===== src/rtl/gpr2_pkg.sv =====
package gpr2_pkg;

    localparam int DW   = 16;
    localparam int NREG = 8;
    localparam int RAW  = $clog2(NREG);

    localparam logic [3:0] OP_MOV  = 4'd0;
    localparam logic [3:0] OP_ADD  = 4'd1;
    localparam logic [3:0] OP_SUB  = 4'd2;
    localparam logic [3:0] OP_MUL  = 4'd3;
    localparam logic [3:0] OP_DIV  = 4'd4;
    localparam logic [3:0] OP_STO  = 4'd5;
    localparam logic [3:0] OP_HALT = 4'd15;

    typedef enum logic [2:0] {
        S_FETCH,
        S_DECODE,
        S_EXT_REQ,
        S_EXT_LAT,
        S_OPER_REQ,
        S_EXEC,
        S_STORE,
        S_HALT
    } state_t;

endpackage


===== src/rtl/gpr2_alu.sv =====
module gpr2_alu #(
    parameter int W = 16
) (
    input  logic [3:0]   op,
    input  logic [W-1:0] a,
    input  logic [W-1:0] b,
    output logic [W-1:0] y,
    output logic         div_zero
);
    import gpr2_pkg::*;

    logic [2*W-1:0] prod;

    assign prod     = a * b;
    assign div_zero = (b == '0);

    always_comb begin
        unique case (op)
            OP_ADD:  y = a + b;
            OP_SUB:  y = a - b;
            OP_MUL:  y = prod[W-1:0];
            OP_DIV:  y = div_zero ? '1 : a / b;
            default: y = b;
        endcase
    end
endmodule


===== src/rtl/gpr2_regfile.sv =====
module gpr2_regfile #(
    parameter int          W        = 16,
    parameter int          N        = 8,
    parameter logic [15:0] SP_RESET = 16'hFFFF,
    localparam int         AW       = $clog2(N)
) (
    input  logic          clk,
    input  logic          rst_n,
    input  logic          we,
    input  logic [AW-1:0] waddr,
    input  logic [W-1:0]  wdata,
    input  logic          pc_inc,
    input  logic [AW-1:0] raddr_a,
    input  logic [AW-1:0] raddr_b,
    output logic [W-1:0]  rdata_a,
    output logic [W-1:0]  rdata_b,
    output logic [W-1:0]  pc
);
    logic [N-1:0][W-1:0] q;

    for (genvar g = 0; g < N; g++) begin : g_reg
        localparam logic [W-1:0] RST = (g == N - 2) ? W'(SP_RESET) : '0;
        logic [W-1:0] r;
        always_ff @(posedge clk or negedge rst_n) begin
            if (!rst_n)
                r <= RST;
            else if (we && waddr == AW'(g))
                r <= wdata;
            else if (g == N - 1 && pc_inc)
                r <= r + 1'b1;
        end
        assign q[g] = r;
    end

    assign rdata_a = q[raddr_a];
    assign rdata_b = q[raddr_b];
    assign pc      = q[N-1];
endmodule


===== src/rtl/gpr2_core.sv =====
module gpr2_core #(
    parameter int MEM_AW = 8
) (
    input  logic        clk,
    input  logic        rst_n,
    output logic [15:0] mem_addr,
    output logic        mem_we,
    output logic [15:0] mem_wdata,
    input  logic [15:0] mem_rdata,
    output logic        halted,
    output logic        flag_z,
    output logic        flag_n,
    output logic        flag_dz
);
    import gpr2_pkg::*;

    localparam logic [15:0] SP_RESET = 16'((32'd1 << MEM_AW) - 32'd1);

    state_t state, state_nx;

    logic [3:0]     ir_op;
    logic [RAW-1:0] ir_dst;
    logic [RAW-1:0] ir_src;
    logic           ir_mem;
    logic [DW-1:0]  ea;

    logic [3:0] f_op;
    logic       f_mem;
    logic       f_known;
    logic       f_ext;

    logic           rf_we;
    logic           rf_pc_inc;
    logic [DW-1:0]  rf_wdata;
    logic [DW-1:0]  rf_a;
    logic [DW-1:0]  rf_b;
    logic [DW-1:0]  pc;
    logic [DW-1:0]  src_val;
    logic [DW-1:0]  alu_y;
    logic           alu_dz;

    // decode of the word arriving in S_DECODE
    assign f_op    = mem_rdata[15:12];
    assign f_mem   = mem_rdata[5];
    assign f_known = (f_op <= OP_STO);
    assign f_ext   = (f_op == OP_STO) || (f_mem && f_op <= OP_DIV);

    assign src_val = ir_mem ? mem_rdata : rf_b;

    gpr2_regfile #(
        .W       (DW),
        .N       (NREG),
        .SP_RESET(SP_RESET)
    ) u_rf (
        .clk    (clk),
        .rst_n  (rst_n),
        .we     (rf_we),
        .waddr  (ir_dst),
        .wdata  (rf_wdata),
        .pc_inc (rf_pc_inc),
        .raddr_a(ir_dst),
        .raddr_b(ir_src),
        .rdata_a(rf_a),
        .rdata_b(rf_b),
        .pc     (pc)
    );

    gpr2_alu #(.W(DW)) u_alu (
        .op      (ir_op),
        .a       (rf_a),
        .b       (src_val),
        .y       (alu_y),
        .div_zero(alu_dz)
    );

    // state register
    always_ff @(posedge clk or negedge rst_n) begin
        if (!rst_n) state <= S_FETCH;
        else        state <= state_nx;
    end

    // transitions
    always_comb begin
        state_nx = state;
        unique case (state)
            S_FETCH:    state_nx = S_DECODE;
            S_DECODE: begin
                if (!f_known)   state_nx = S_HALT;
                else if (f_ext) state_nx = S_EXT_REQ;
                else            state_nx = S_EXEC;
            end
            S_EXT_REQ:  state_nx = S_EXT_LAT;
            S_EXT_LAT:  state_nx = (ir_op == OP_STO) ? S_STORE : S_OPER_REQ;
            S_OPER_REQ: state_nx = S_EXEC;
            S_EXEC:     state_nx = S_FETCH;
            S_STORE:    state_nx = S_FETCH;
            S_HALT:     state_nx = S_HALT;
        endcase
    end

    // instruction, address and flag registers
    always_ff @(posedge clk or negedge rst_n) begin
        if (!rst_n) begin
            ir_op   <= OP_MOV;
            ir_dst  <= '0;
            ir_src  <= '0;
            ir_mem  <= 1'b0;
            ea      <= '0;
            flag_z  <= 1'b0;
            flag_n  <= 1'b0;
            flag_dz <= 1'b0;
        end else begin
            if (state == S_DECODE) begin
                ir_op  <= f_op;
                ir_dst <= mem_rdata[11:9];
                ir_src <= mem_rdata[8:6];
                ir_mem <= f_mem && (f_op <= OP_DIV);
            end
            if (state == S_EXT_LAT)
                ea <= mem_rdata;
            if (state == S_EXEC && ir_op != OP_MOV) begin
                flag_z <= (alu_y == '0);
                flag_n <= alu_y[DW-1];
                if (ir_op == OP_DIV)
                    flag_dz <= alu_dz;
            end
        end
    end

    // outputs
    always_comb begin
        mem_addr  = pc;
        mem_we    = 1'b0;
        mem_wdata = rf_b;
        rf_we     = 1'b0;
        rf_pc_inc = 1'b0;
        rf_wdata  = (ir_op == OP_MOV) ? src_val : alu_y;
        halted    = 1'b0;
        unique case (state)
            S_FETCH:    mem_addr  = pc;
            S_DECODE:   rf_pc_inc = 1'b1;
            S_EXT_REQ:  mem_addr  = pc;
            S_EXT_LAT:  rf_pc_inc = 1'b1;
            S_OPER_REQ: mem_addr  = ea;
            S_EXEC:     rf_we     = 1'b1;
            S_STORE: begin
                mem_addr = ea;
                mem_we   = 1'b1;
            end
            S_HALT:     halted    = 1'b1;
        endcase
    end
endmodule


===== config.mk =====
export PLATFORM = sky130hd
export DESIGN_NAME = gpr2_core
export DESIGN_NICKNAME = d
export VERILOG_FILES = /design/src/rtl/gpr2_pkg.sv /design/src/rtl/gpr2_alu.sv /design/src/rtl/gpr2_regfile.sv /design/src/rtl/gpr2_core.sv
export SDC_FILE = /design/constraint.sdc
export NUM_CORES = 1
export LEC_CHECK = 0
export BUFFER_PORTS_ARGS = -buffer_cell sky130_fd_sc_hd__buf_2
export CAP_MARGIN = 30
export CORE_MARGIN = 2
export CORE_UTILIZATION = 55
export CTS_CLUSTER_DIAMETER = 30
export DETAILED_ROUTE_END_ITERATION = 16
export PLACE_DENSITY = 0.79
export SETUP_SLACK_MARGIN = 0.05
export SYNTH_ARGS = -nofsm -noshare
export SYNTH_HDL_FRONTEND = slang
export SYNTH_SLANG_ARGS = --single-unit

===== constraint.sdc =====
create_clock -name clk -period 41 [get_ports clk]
set_input_delay 10.25 -clock clk [delete_from_list [all_inputs] [get_ports clk]]
set_output_delay 10.25 -clock clk [all_outputs]
set_load 0.1 [all_outputs]

==> impl_metrics.json <==
{
  "synthesis.area_per_instance_sq_um": 8.87,
  "setup_viol": 0,
  "max_slew_violation_count": 0,
  "design.final.nets": 2728,
  "synthCells": 2381,
  "clk_latency_ps": 440,
  "num_antenna_cells": 0,
  "fin_skew_ps": 11.9,
  "synth_seq_area_share": 0.191,
  "min_delay_endpoint": "u_rf.g_reg[6].r[5]",
  "fp.dieArea_sq_mm": 0.0400,
  "r2r_start": "ir_src[0]",
  "grt_first_pass_wirelength_um": 111000,
  "number_of_rows_created_at_floorplan": 71,
  "cts.root.buffer_cell": "clkbuf_16",
  "cp_common_cell": "ha_1",
  "ff2ff_setup_slack_ps": 9510,
  "post_detailed_placement_half_perimeter_wirelength_um": 52600,
  "critPathLaunchType": "input port",
  "gp_routability_congestion": 1.04,
  "clk_buf_depth": 2,
  "holdCritStartpoint": "u_rf.g_reg[6].r[5]",
  "remaining_drc_errors": 0,
  "detail_route.wl_per_cell_um": 24.5,
  "detailedRoute.firstIterationViolations": 2256,
  "layout_cells_sized_above_1": 0.201,
  "detail_route.vias_per_cell": 6.71,
  "routed_wirelength_um": 72100,
  "critical_path.top_delay_family": "compound AO/OA/AOI/OAI gates",
  "cts_inserted_buffers": 17,
  "regToRegEndpoint": "flag_z",
  "asyncSetResetFlopFracSynth": 1.00,
  "grt_ovf": 0,
  "ant_nets": 0,
  "flow.area_growth_from_synthesis_pct": 8.61,
  "worst_hold_path_type": "reg -> reg",
  "dp_cells": 2906,
  "synthFlopType": "dfrtp_1",
  "cts.clk_slew.worst_paths_ps": 60,
  "worstPathArrival_ps": 39660,
  "transition_time_at_the_pin_with_the_least_slew_margin_ps": 1320,
  "worst_setup_path_end_kind": "flip-flop",
  "timing.critical_path.slowest_cell_delay_ps": 600,
  "netlist-cell-type-count": 100,
  "tritoncts": "done",
  "place_area_sq_mm": 0.0221,
  "max-cap-violations": 0,
  "achievable-frequency_mhz": 25.4,
  "cp_data_required_time_ps": 41320,
  "cts-htree-levels": 4,
  "path_max_fanout": 12,
  "min_cycle_time_layout_ps": 39340,
  "first_global_vias": 19600,
  "number_of_flops_mapped_to_enable_cells_by_yosys": 0,
  "leakagePower_nw": 10.0,
  "timing_worst_setup_path_type": "in -> reg",
  "initial_utilization": 0.560,
  "finish.instance_area_sq_mm": 0.0229,
  "post-route-period-util": 0.960,
  "floorplan.die.height_um": 200,
  "design_power_total_w": 0.000866,
  "num_vias": 19800,
  "hold_path_depth": 2,
  "global_route.usage.total": 0.366,
  "result_of_the_run": "completed",
  "rel_slew_slack": 0.117,
  "peakVddDrop_uv": 50.8,
  "path_buf_inv": 7,
  "postSynthRegisterBits": 161,
  "chip_width_um": 200,
  "clock-sinks": 161,
  "detail_route.first_pass.iterations": 7,
  "grt_start_max_net_pins": 76,
  "count_of_non_filler_cells_in_the_finished_layout": 2946,
  "timing.reg2reg.worst_path_depth": 129,
  "port_bufs": 54,
  "synthesis.nets": 2687,
  "yosysWarningCount": 0,
  "cellPowerDensity_mw_per_mm2": 37.7,
  "synth_area_sq_mm": 0.0211,
  "final_hold_viol_count": 0,
  "pin_count": 55,
  "core_area_sq_mm": 0.0378,
  "critical-path-slowest-cell": "or4_4",
  "antenna_found_initial": 0
}
==> area by class of cell <==
class,count,area (sq um)
flip-flops and latches,161,4040
clock inverters,11,178
inverters,189,709
well taps,511,639
clock buffers,21,450
fillers,3106,14800
multi-input cells,1926,16000
repair buffers,127,880
==> worst max path at each step <==
stage,cells past startpoint,to,slack (ps),startpoint
after floorplan,132,flag_z,2140,mem_rdata[0]
after CTS,132,flag_z,270,mem_rdata[7]
final,129,flag_z,1660,mem_rdata[7]
after global placement,133,flag_z,770,mem_rdata[7]
after global routing,134,flag_z,-20,mem_rdata[5]
after detailed placement,132,flag_z,4,mem_rdata[7]
==> per-stage QoR <==
stage          TNS, ps  setup WS, ps  utilization  hold slack [ps]
6_report             0          1660        0.608              496
5_1_grt          -16.2         -16.2        0.608              510
4_1_cts              0           270        0.603              491
3_5_place_dp         0          4.46        0.586              478
3_3_place_gp         0           774        0.584              460
2_1_floorplan        0          2140            -              448
==> cells by family (layout without fill, tap and decap cells) <==
group	Yosys count	count (layout)	share of synthesized area
AOI/OAI and AO/OA	528	528	0.170
xor gates and xnor gates	142	142	0.0595
adders and majority gates	288	288	0.199
buffers and inverters	294	348	0.0577
DFF	161	161	0.191
muxes	285	285	0.170
and+or+nand+nor	683	683	0.152
==> report_power, final <==
part	total, W	internal, W	leakage, nW	switching, W
Combinational	0.000532	0.000238	7.97	0.000294
Sequential	0.000161	0.000160	1.75	0.00000114
Clock	0.000173	0.000104	0.294	0.0000685
Total	0.000866	0.000502	10.0	0.000364
==> per-layer routing <==
| metal | vias to the layer above | GRT usage | wire (um) |
|---|---|---|---|
| li1 | 8595 | - | - |
| met1 | 9627 | 0.472 | 28100 |
| met2 | 1208 | 0.577 | 31700 |
| met3 | 346 | 0.0756 | 7630 |
| met4 | 0 | 0.199 | 4600 |
| met5 | - | 0 | 0 |
==> layout by cell type, fill, tap and decap left out, drive strengths merged, types with 16 or more instances in the layout <==
cell and instances:
xnor2 91, nand2 246, a211oi 18, and3 20, and2 22, a31oi 16
o21a 41, nand3 28, buf 127, a21oi 129, clkbuf 21, o22ai 19
nand2b 26, ha 207, mux4 39, inv 185, a21o 40, dfrtp 153
o31ai 18, o21ai 116, mux2i 48, nor3 47, fa 81, xor2 50
nand4 20, nor2 202, mux2 198
==> flip-flops by register name, summed over array words and instances (netlist names) <==
signal and flops:
ea 16, ir_dst 3, flag_z 1, flag_n 1
ir_mem 1, ir_op 4, flag_dz 1, u_rf.g.r 112
ir_src 3, state 3, u_rf.pc 16
==> repair_timing <==
item                       CTS  global route
setup endpoints to repair    0            17
hold buffers                 0             0
resized for setup            0            30
setup buffers                0             7
==> Yosys cell counts (all sizes together) (9+ instances only) <==
library cell | count | share of area
a22o | 15 | 0.0062
nand2b | 26 | 0.0077
mux4 | 39 | 0.042
or3 | 11 | 0.0033
nand2 | 246 | 0.044
and3 | 20 | 0.0059
nor2 | 202 | 0.037
xor2 | 50 | 0.021
nand3 | 28 | 0.0069
a21o | 40 | 0.014
a41oi | 9 | 0.0044
o31ai | 18 | 0.0091
mux2i | 48 | 0.023
a31oi | 16 | 0.0053
xnor2 | 91 | 0.038
buf | 36 | 0.012
nand4 | 20 | 0.0075
a21oi | 129 | 0.031
o21ai | 116 | 0.028
inv | 183 | 0.033
ha | 207 | 0.12
dfrtp | 153 | 0.18
fa | 81 | 0.077
and2 | 22 | 0.0065
clkbuf | 69 | 0.012
or2 | 11 | 0.0033
nor2b | 11 | 0.0033
nor4 | 14 | 0.0063
o22ai | 19 | 0.0059
mux2 | 198 | 0.11
o21a | 41 | 0.015
a211oi | 18 | 0.0066
nor3 | 47 | 0.011
==> worst reg2reg max path, delay by kind of cell (launching register included) <==
family	cells	cell delay, ps
AND/OR/NAND/NOR	31	6510
AO/OA/AOI/OAI	68	14530
adder cells (fa/ha/maj)	15	4600
buffers and inverters	6	1800
flip-flops	1	350
multiplexers	9	3630
(Power assumes the default switching activity.)
